`config.mk`:
```
export PLATFORM = sky130hd
export DESIGN_NAME = lat_pair_mon
export DESIGN_NICKNAME = d
export VERILOG_FILES = /design/src/rtl/lat_mon_pkg.sv /design/src/rtl/lmon_ts_ring.sv /design/src/rtl/lmon_pair_track.sv /design/src/rtl/lmon_lat_judge.sv /design/src/rtl/lat_pair_mon.sv
export SDC_FILE = /design/constraint.sdc
export NUM_CORES = 1
export LEC_CHECK = 0
export BUFFER_PORTS_ARGS = -buffer_cell sky130_fd_sc_hd__buf_2
export CAP_MARGIN = 5
export CELL_PAD_IN_SITES_DETAIL_PLACEMENT = 1
export CELL_PAD_IN_SITES_GLOBAL_PLACEMENT = 2
export CORE_MARGIN = 8
export CORE_UTILIZATION = 46
export CTS_BUF_LIST = sky130_fd_sc_hd__clkbuf_4 sky130_fd_sc_hd__clkbuf_8 sky130_fd_sc_hd__clkbuf_16
export DETAILED_ROUTE_END_ITERATION = 7
export PLACE_DENSITY = 0.76
export SYNTH_ARGS = -nofsm -noshare
export SYNTH_HDL_FRONTEND = slang
export SYNTH_SLANG_ARGS = --single-unit
```
`constraint.sdc`:
```
create_clock -name clk -period 4.9 [get_ports clk]
set_clock_uncertainty 0.15 [all_clocks]
set_input_delay 0 -clock clk [delete_from_list [all_inputs] [get_ports clk]]
set_output_delay 0 -clock clk [all_outputs]
set_load 0.01 [all_outputs]
```
`src/rtl/lat_mon_pkg.sv`:
```
package lat_mon_pkg;

   typedef enum logic [1:0] {
      VERD_SAT     = 2'b00,
      VERD_INCONCL = 2'b01,
      VERD_UNSAT   = 2'b10
   } verdict_e;

   // Three-way outcome: a seen violation dominates, then lost pairing.
   function automatic verdict_e pick_verdict(input logic viol, input logic ovf);
      if (viol)     return VERD_UNSAT;
      else if (ovf) return VERD_INCONCL;
      else          return VERD_SAT;
   endfunction

endpackage

```
`src/rtl/lmon_ts_ring.sv`:
```
// Circular store of request timestamps, written in arrival order and read oldest first.
module lmon_ts_ring #(
   parameter int TS_W  = 16,
   parameter int DEPTH = 51
) (
   input  logic            clk,
   input  logic            rst_n,
   input  logic            wr_en,
   input  logic [TS_W-1:0] wr_ts,
   input  logic            rd_en,
   output logic [TS_W-1:0] rd_ts
);
   localparam int PTR_W = (DEPTH > 1) ? $clog2(DEPTH) : 1;
   localparam bit POW2  = (DEPTH == (1 << PTR_W));

   logic [TS_W-1:0]  slot_q [DEPTH];
   logic [PTR_W-1:0] wp_q, rp_q, wp_nxt, rp_nxt;

   generate
      if (POW2) begin : g_wrap_free
         assign wp_nxt = wp_q + 1'b1;
         assign rp_nxt = rp_q + 1'b1;
      end else begin : g_wrap_cmp
         assign wp_nxt = (wp_q == PTR_W'(DEPTH-1)) ? '0 : wp_q + 1'b1;
         assign rp_nxt = (rp_q == PTR_W'(DEPTH-1)) ? '0 : rp_q + 1'b1;
      end
   endgenerate

   always_ff @(posedge clk) begin
      if (!rst_n) begin
         wp_q <= '0;
         rp_q <= '0;
      end else begin
         if (wr_en) wp_q <= wp_nxt;
         if (rd_en) rp_q <= rp_nxt;
      end
   end

   always_ff @(posedge clk) begin
      if (wr_en) slot_q[wp_q] <= wr_ts;
   end

   assign rd_ts = slot_q[rp_q];

   initial begin
      depth_param_chk: assert (DEPTH >= 2)
         else $error("lmon_ts_ring: DEPTH must be at least 2");
      width_param_chk: assert (TS_W >= 2)
         else $error("lmon_ts_ring: TS_W must be at least 2");
   end

endmodule

```
`src/rtl/lmon_pair_track.sv`:
```
// Counts outstanding requests and decides matching, overflow and protocol error.
module lmon_pair_track #(
   parameter int DEPTH = 51
) (
   input  logic clk,
   input  logic rst_n,
   input  logic req_stb,
   input  logic rsp_stb,
   output logic rsp_ok,
   output logic rsp_bypass,
   output logic ovf_q,
   output logic proto_q
);
   localparam int CNT_W = $clog2(DEPTH);
   localparam logic [CNT_W-1:0] CNT_MAX = CNT_W'(DEPTH-1);

   logic [CNT_W-1:0] cnt_q, cnt_nxt;
   logic             empty, ovf_hit, proto_hit;

   assign empty      = (cnt_q == '0);
   // Same-cycle request is taken first, so it can serve an otherwise empty store.
   assign rsp_ok     = rsp_stb && (!empty || req_stb);
   assign rsp_bypass = rsp_stb && empty && req_stb;
   assign proto_hit  = rsp_stb && empty && !req_stb;
   assign ovf_hit    = req_stb && (cnt_q == CNT_MAX);

   always_comb begin
      cnt_nxt = cnt_q;
      if (req_stb && !rsp_ok) begin
         if (cnt_q != CNT_MAX) cnt_nxt = cnt_q + 1'b1;
      end else if (!req_stb && rsp_ok) begin
         cnt_nxt = cnt_q - 1'b1;
      end
   end

   always_ff @(posedge clk) begin
      if (!rst_n) begin
         cnt_q   <= '0;
         ovf_q   <= 1'b0;
         proto_q <= 1'b0;
      end else begin
         cnt_q <= cnt_nxt;
         if (ovf_hit)   ovf_q   <= 1'b1;
         if (proto_hit) proto_q <= 1'b1;
      end
   end


   ovf_cause_chk: assert property (@(posedge clk) disable iff (!rst_n)
      $rose(ovf_q) |-> $past(req_stb));

   proto_cause_chk: assert property (@(posedge clk) disable iff (!rst_n)
      $rose(proto_q) |-> $past(rsp_stb && !req_stb));

   ovf_sticky_chk: assert property (@(posedge clk) disable iff (!rst_n)
      ovf_q |=> ovf_q);

   proto_sticky_chk: assert property (@(posedge clk) disable iff (!rst_n)
      proto_q |=> proto_q);

   initial begin
      cnt_param_chk: assert (DEPTH >= 2)
         else $error("lmon_pair_track: DEPTH must be at least 2");
   end

endmodule

```
`src/rtl/lmon_lat_judge.sv`:
```
// Latency comparison and the sticky violation record.
module lmon_lat_judge #(
   parameter int TS_W       = 16,
   parameter int LAT_BOUND  = 25,
   parameter bit INCL_BOUND = 1'b0
) (
   input  logic            clk,
   input  logic            rst_n,
   input  logic            chk_en,
   input  logic            ovf_q,
   input  logic [TS_W-1:0] ref_ts,
   input  logic [TS_W-1:0] rsp_ts,
   output logic            viol_q
);
   localparam logic [TS_W-1:0] BOUND = TS_W'(LAT_BOUND);

   logic [TS_W-1:0] lat;
   logic            too_late;

   // Modular difference handles timestamp wrap.
   assign lat = rsp_ts - ref_ts;

   generate
      if (INCL_BOUND) begin : g_incl
         assign too_late = (lat > BOUND);
      end else begin : g_excl
         assign too_late = (lat >= BOUND);
      end
   endgenerate

   always_ff @(posedge clk) begin
      if (!rst_n)                          viol_q <= 1'b0;
      else if (chk_en && !ovf_q && too_late) viol_q <= 1'b1;
   end


   viol_cause_chk: assert property (@(posedge clk) disable iff (!rst_n)
      $rose(viol_q) |-> ($past(chk_en) && !$past(ovf_q)));

   viol_sticky_chk: assert property (@(posedge clk) disable iff (!rst_n)
      viol_q |=> viol_q);

   initial begin
      bound_param_chk: assert (LAT_BOUND > 0 && LAT_BOUND < (1 << TS_W))
         else $error("lmon_lat_judge: LAT_BOUND out of timestamp range");
   end

endmodule

```
`src/rtl/lat_pair_mon.sv`:
```
module lat_pair_mon
   import lat_mon_pkg::*;
#(
   parameter int TS_W       = 16,
   parameter int DEPTH      = 51,
   parameter int LAT_BOUND  = 25,
   parameter bit INCL_BOUND = 1'b0
) (
   input  logic            clk,
   input  logic            rst_n,
   input  logic            req_stb,
   input  logic [TS_W-1:0] req_ts,
   input  logic            rsp_stb,
   input  logic [TS_W-1:0] rsp_ts,
   output logic            lat_viol,
   output logic            ovf_flag,
   output logic            proto_err,
   output logic [1:0]      verdict
);
   logic            rsp_ok, rsp_bypass;
   logic [TS_W-1:0] stored_ts, ref_ts;

   lmon_pair_track #(.DEPTH(DEPTH)) track_i (
      .clk       (clk),
      .rst_n     (rst_n),
      .req_stb   (req_stb),
      .rsp_stb   (rsp_stb),
      .rsp_ok    (rsp_ok),
      .rsp_bypass(rsp_bypass),
      .ovf_q     (ovf_flag),
      .proto_q   (proto_err)
   );

   lmon_ts_ring #(.TS_W(TS_W), .DEPTH(DEPTH)) ring_i (
      .clk  (clk),
      .rst_n(rst_n),
      .wr_en(req_stb),
      .wr_ts(req_ts),
      .rd_en(rsp_ok),
      .rd_ts(stored_ts)
   );

   // A request written this cycle is not yet readable from the store.
   assign ref_ts = rsp_bypass ? req_ts : stored_ts;

   lmon_lat_judge #(.TS_W(TS_W), .LAT_BOUND(LAT_BOUND), .INCL_BOUND(INCL_BOUND)) judge_i (
      .clk   (clk),
      .rst_n (rst_n),
      .chk_en(rsp_ok),
      .ovf_q (ovf_flag),
      .ref_ts(ref_ts),
      .rsp_ts(rsp_ts),
      .viol_q(lat_viol)
   );

   assign verdict = pick_verdict(lat_viol, ovf_flag);


   viol_dominates_chk: assert property (@(posedge clk) disable iff (!rst_n)
      (lat_viol && $past(verdict) == VERD_UNSAT) |-> verdict == VERD_UNSAT);

   inconcl_chk: assert property (@(posedge clk) disable iff (!rst_n)
      (ovf_flag && !lat_viol) |-> verdict == VERD_INCONCL);

endmodule

```
==> flow_metrics.env <==
export IMPL_register_area_um2=25100
export IMPL_synth_seq_cells=843
export IMPL_ios=41
export IMPL_ir_worst_vdd_mv=0.263
export IMPL_tns_ns=-0.0217
export IMPL_layout_nets=1867
export IMPL_status="complete, but fails checks"
export IMPL_drive_above_1_share_pct=37.0
export IMPL_clkLatencyLatePin_ns=0.64
export IMPL_grtUsageTotal_pct=22.3
export IMPL_cp_start_kind="register"
export IMPL_area_delta_synth_final_pct=18.8
export IMPL_core_rowCount=99
export IMPL_num_vias=17106
export IMPL_hold_viol=0
export IMPL_multiInputGateArea_um2=8350
export IMPL_rsz0062_at_grt="true"
export IMPL_place_gp_congestion=0.849
export IMPL_cp_arrival_ns=5.28
export IMPL_clock_sinks=843
export IMPL_p_leak_nw=12.7
export IMPL_core_um2=72500
export IMPL_fillCellCount=6308
export IMPL_port_buffer_count=40
export IMPL_final_cell_mix="edfxtp_1 (816), mux4_2 (251), buf_4 (150), clkbuf_16 (89)"
export IMPL_vias_per_cell=6.03
export IMPL_postRouteAntennaNets=0
export IMPL_tightest_slew_ns=1.28
export IMPL_yosysUniqueCellTypes=53
export IMPL_crit_chain="buf_12, buf_16, buf_12, mux4_2, mux4_2, mux4_2, mux2i_4, ha_4, a21o_1, a21oi_2, a2111oi_4, or2_2, a221o_1, a311o_1, xnor2_1, a31oi_1"
export IMPL_pwr_density_cell_nw_per_um2=443
export IMPL_fmax_mhz=203
export IMPL_cts_tree="yes"
export IMPL_fin_util_pct=54.8
export IMPL_grt_pass1_vias=18181
export IMPL_wl_per_cell_um=32.4
export IMPL_min_period_over_period_pct=100
export IMPL_synth_edf_count=816
export IMPL_crit_required_ns=5.26
export IMPL_syn_mean_instance_area_um2=21.7
export IMPL_seq_area_frac_synth_pct=74.9
export IMPL_die_h_um=286
export IMPL_cp_end_kind="register"
export IMPL_synth_ff_type="edfxtp_1"
export IMPL_first_pass_iters=7
export IMPL_fin_ws_ns=-0.0217
export IMPL_grt_max_degree=53
export IMPL_cap_violations=0
export IMPL_cpMaxStageDelayCell="mux4_2"
export IMPL_slew_headroom_pct=14.3
export IMPL_wirelength_um=92000
export IMPL_fp_dieW_um=286
export IMPL_period_needed_ns=4.92
export IMPL_grt_remaining_overflow=0
export IMPL_syn_area_um2=33500
export IMPL_async_flop_share_pct=0
export IMPL_place_hpwl_um=56700
export IMPL_htree_levels=3
export IMPL_hold_path_class="in -> reg"
export IMPL_root_buffer="clkbuf_16"
export IMPL_drc=0
export IMPL_cp_max_fo=5
export IMPL_yosys_warnings=0
export IMPL_drv_slew=0
export IMPL_initial_utilization_pct=46.2
export IMPL_crit_type="reg -> reg"
export IMPL_path_common_cell="mux4_2"
export IMPL_clk_pin_slew_ns=0.06
export IMPL_dr_first_iter_drc_count=2070
export IMPL_max_stage_delay_ns=0.55
export IMPL_die_area_um2=81600
export IMPL_setup_viol=1
export IMPL_grt_antenna_before_repair=9
export IMPL_synthCells=1540
export IMPL_final_common_cell="edfxtp_1"
export IMPL_grt_pass1_wl_um=131000
export IMPL_timing_reg2reg_setup_slack_ns=-0.02
export IMPL_violations="negative setup slack"
export IMPL_cts_max_path_buffers=3
export IMPL_synth_fp_nets=1601
export IMPL_cts_made_buffers=87
## final timing paths
kind | to | cells past startpoint | startpoint
max reg2reg | judge_i.viol_q$_SDFFE_PN0P_ | 16 | register
min | judge_i.viol_q$_SDFFE_PN0P_ | 7 | rsp_ts[5]
max | judge_i.viol_q$_SDFFE_PN0P_ | 16 | register
min reg2reg | register | 2 | ring_i.rp_q[5]$_SDFFE_PN0P_
## metal layers
layer / part of all wire, % / vias to the layer above / GRT usage, %
met4: 3.3 / 0 / 7.17
met5: 0 / - / 0
li1: - / 6999 / -
met1: 41 / 9181 / 30.5
met3: 7.4 / 171 / 4.38
met2: 48 / 755 / 36.4
## state kept, by name, summed over array words and instances (netlist names), named ones only
signal           count
judge_i.viol_q       1
ring_i.rp_q          6
ring_i.slot_q      816
ring_i.wp_q          6
track_i.cnt_q        6
track_i.ovf_q        1
track_i.proto_q      1
## critical path, delay by kind of cell, from the launching register on
family	cells	cell delay, ns
muxes	4	1.79
DFF	1	0.38
adders and majority gates	1	0.26
xor gates and xnor gates	1	0.17
buffers and inverters	3	0.41
AOI/OAI and AO/OA	6	1.29
and+or+nand+nor	1	0.33
## where the power goes
| part | leakage [nW] | internal (W) | switching [W] |
|---|---|---|---|
| Combinational | 3.71 | 0.00165 | 0.00150 |
| Clock | 1.40 | 0.00371 | 0.00275 |
| Sequential | 7.57 | 0.00796 | 0.0000517 |
| Total | 12.7 | 0.0133 | 0.00431 |
## Yosys cell counts, drive strengths merged (5+ instances only)
cell type / count / area (µm²)
nand2: 43 / 161
a31oi: 6 / 37.5
edfxtp: 816 / 24500
nand2b: 6 / 37.5
ha: 23 / 288
dfxtp: 27 / 541
nor2b: 14 / 87.6
inv: 12 / 45.0
buf: 42 / 250
a221o: 5 / 50.1
mux2i: 37 / 370
a21oi: 16 / 80.1
nand3: 9 / 45.0
mux2: 5 / 56.3
nand4: 6 / 37.5
xor2: 9 / 78.8
nor2: 76 / 285
clkbuf: 34 / 128
o21ai: 27 / 135
nor3: 11 / 55.1
mux4: 251 / 5650
xnor2: 13 / 114
## cell type report
type	count	area share, %
clock inverters	47	0.967
diodes	1	0.00630
multi-input cells	609	21.0
flip-flops and latches	843	63.0
clock buffers	113	6.09
well taps	959	3.02
repair buffers	253	5.75
inverters	12	0.113
## stage by stage
stage | instances | instance area, µm² | hold WS, ns | total power [W] | setup slack [ns]
finish | 2837 | 39700 | 0.0613 | 0.0176 | -0.0217
CTS | 2810 | 39300 | 0.0300 | 0.0175 | 0.00201
floorplan | 1540 | 33500 | -0.0511 | 0.00991 | 0.0527
global route | 2836 | 39700 | 0.0977 | 0.0182 | -0.105
detailed placement | 2621 | 36100 | 0.224 | 0.0110 | -0.266
global placement | 2621 | 36100 | 0.179 | 0.0109 | -0.236
## cells by family (layout without fill, tap and decap cells)
| kind of cell | after synthesis | in the layout | share of synthesized area [%] |
|---|---|---|---|
| AOI/OAI and AO/OA | 83 | 83 | 1.60 |
| xor gates and xnor gates | 22 | 22 | 0.576 |
| adders and majority gates | 25 | 25 | 0.980 |
| buffers and inverters | 88 | 425 | 1.26 |
| DFF | 843 | 843 | 74.9 |
| muxes | 293 | 293 | 18.2 |
| other | 0 | 1 | 0 |
| and+or+nand+nor | 186 | 186 | 2.56 |
## timing repair
| action | 4_1_cts | 5_1_grt |
|---|---|---|
| setup buffers | 2 | 26 |
| cloned | 1 | 0 |
| endpoints found under the setup margin | 1 | 1 |
| hold buffers | 26 | 0 |
| resized for setup | 11 | 35 |
| pin swaps | 1 | 12 |
| endpoints found under the hold margin | 776 | 0 |
Power figures use the tool's default switching activity.
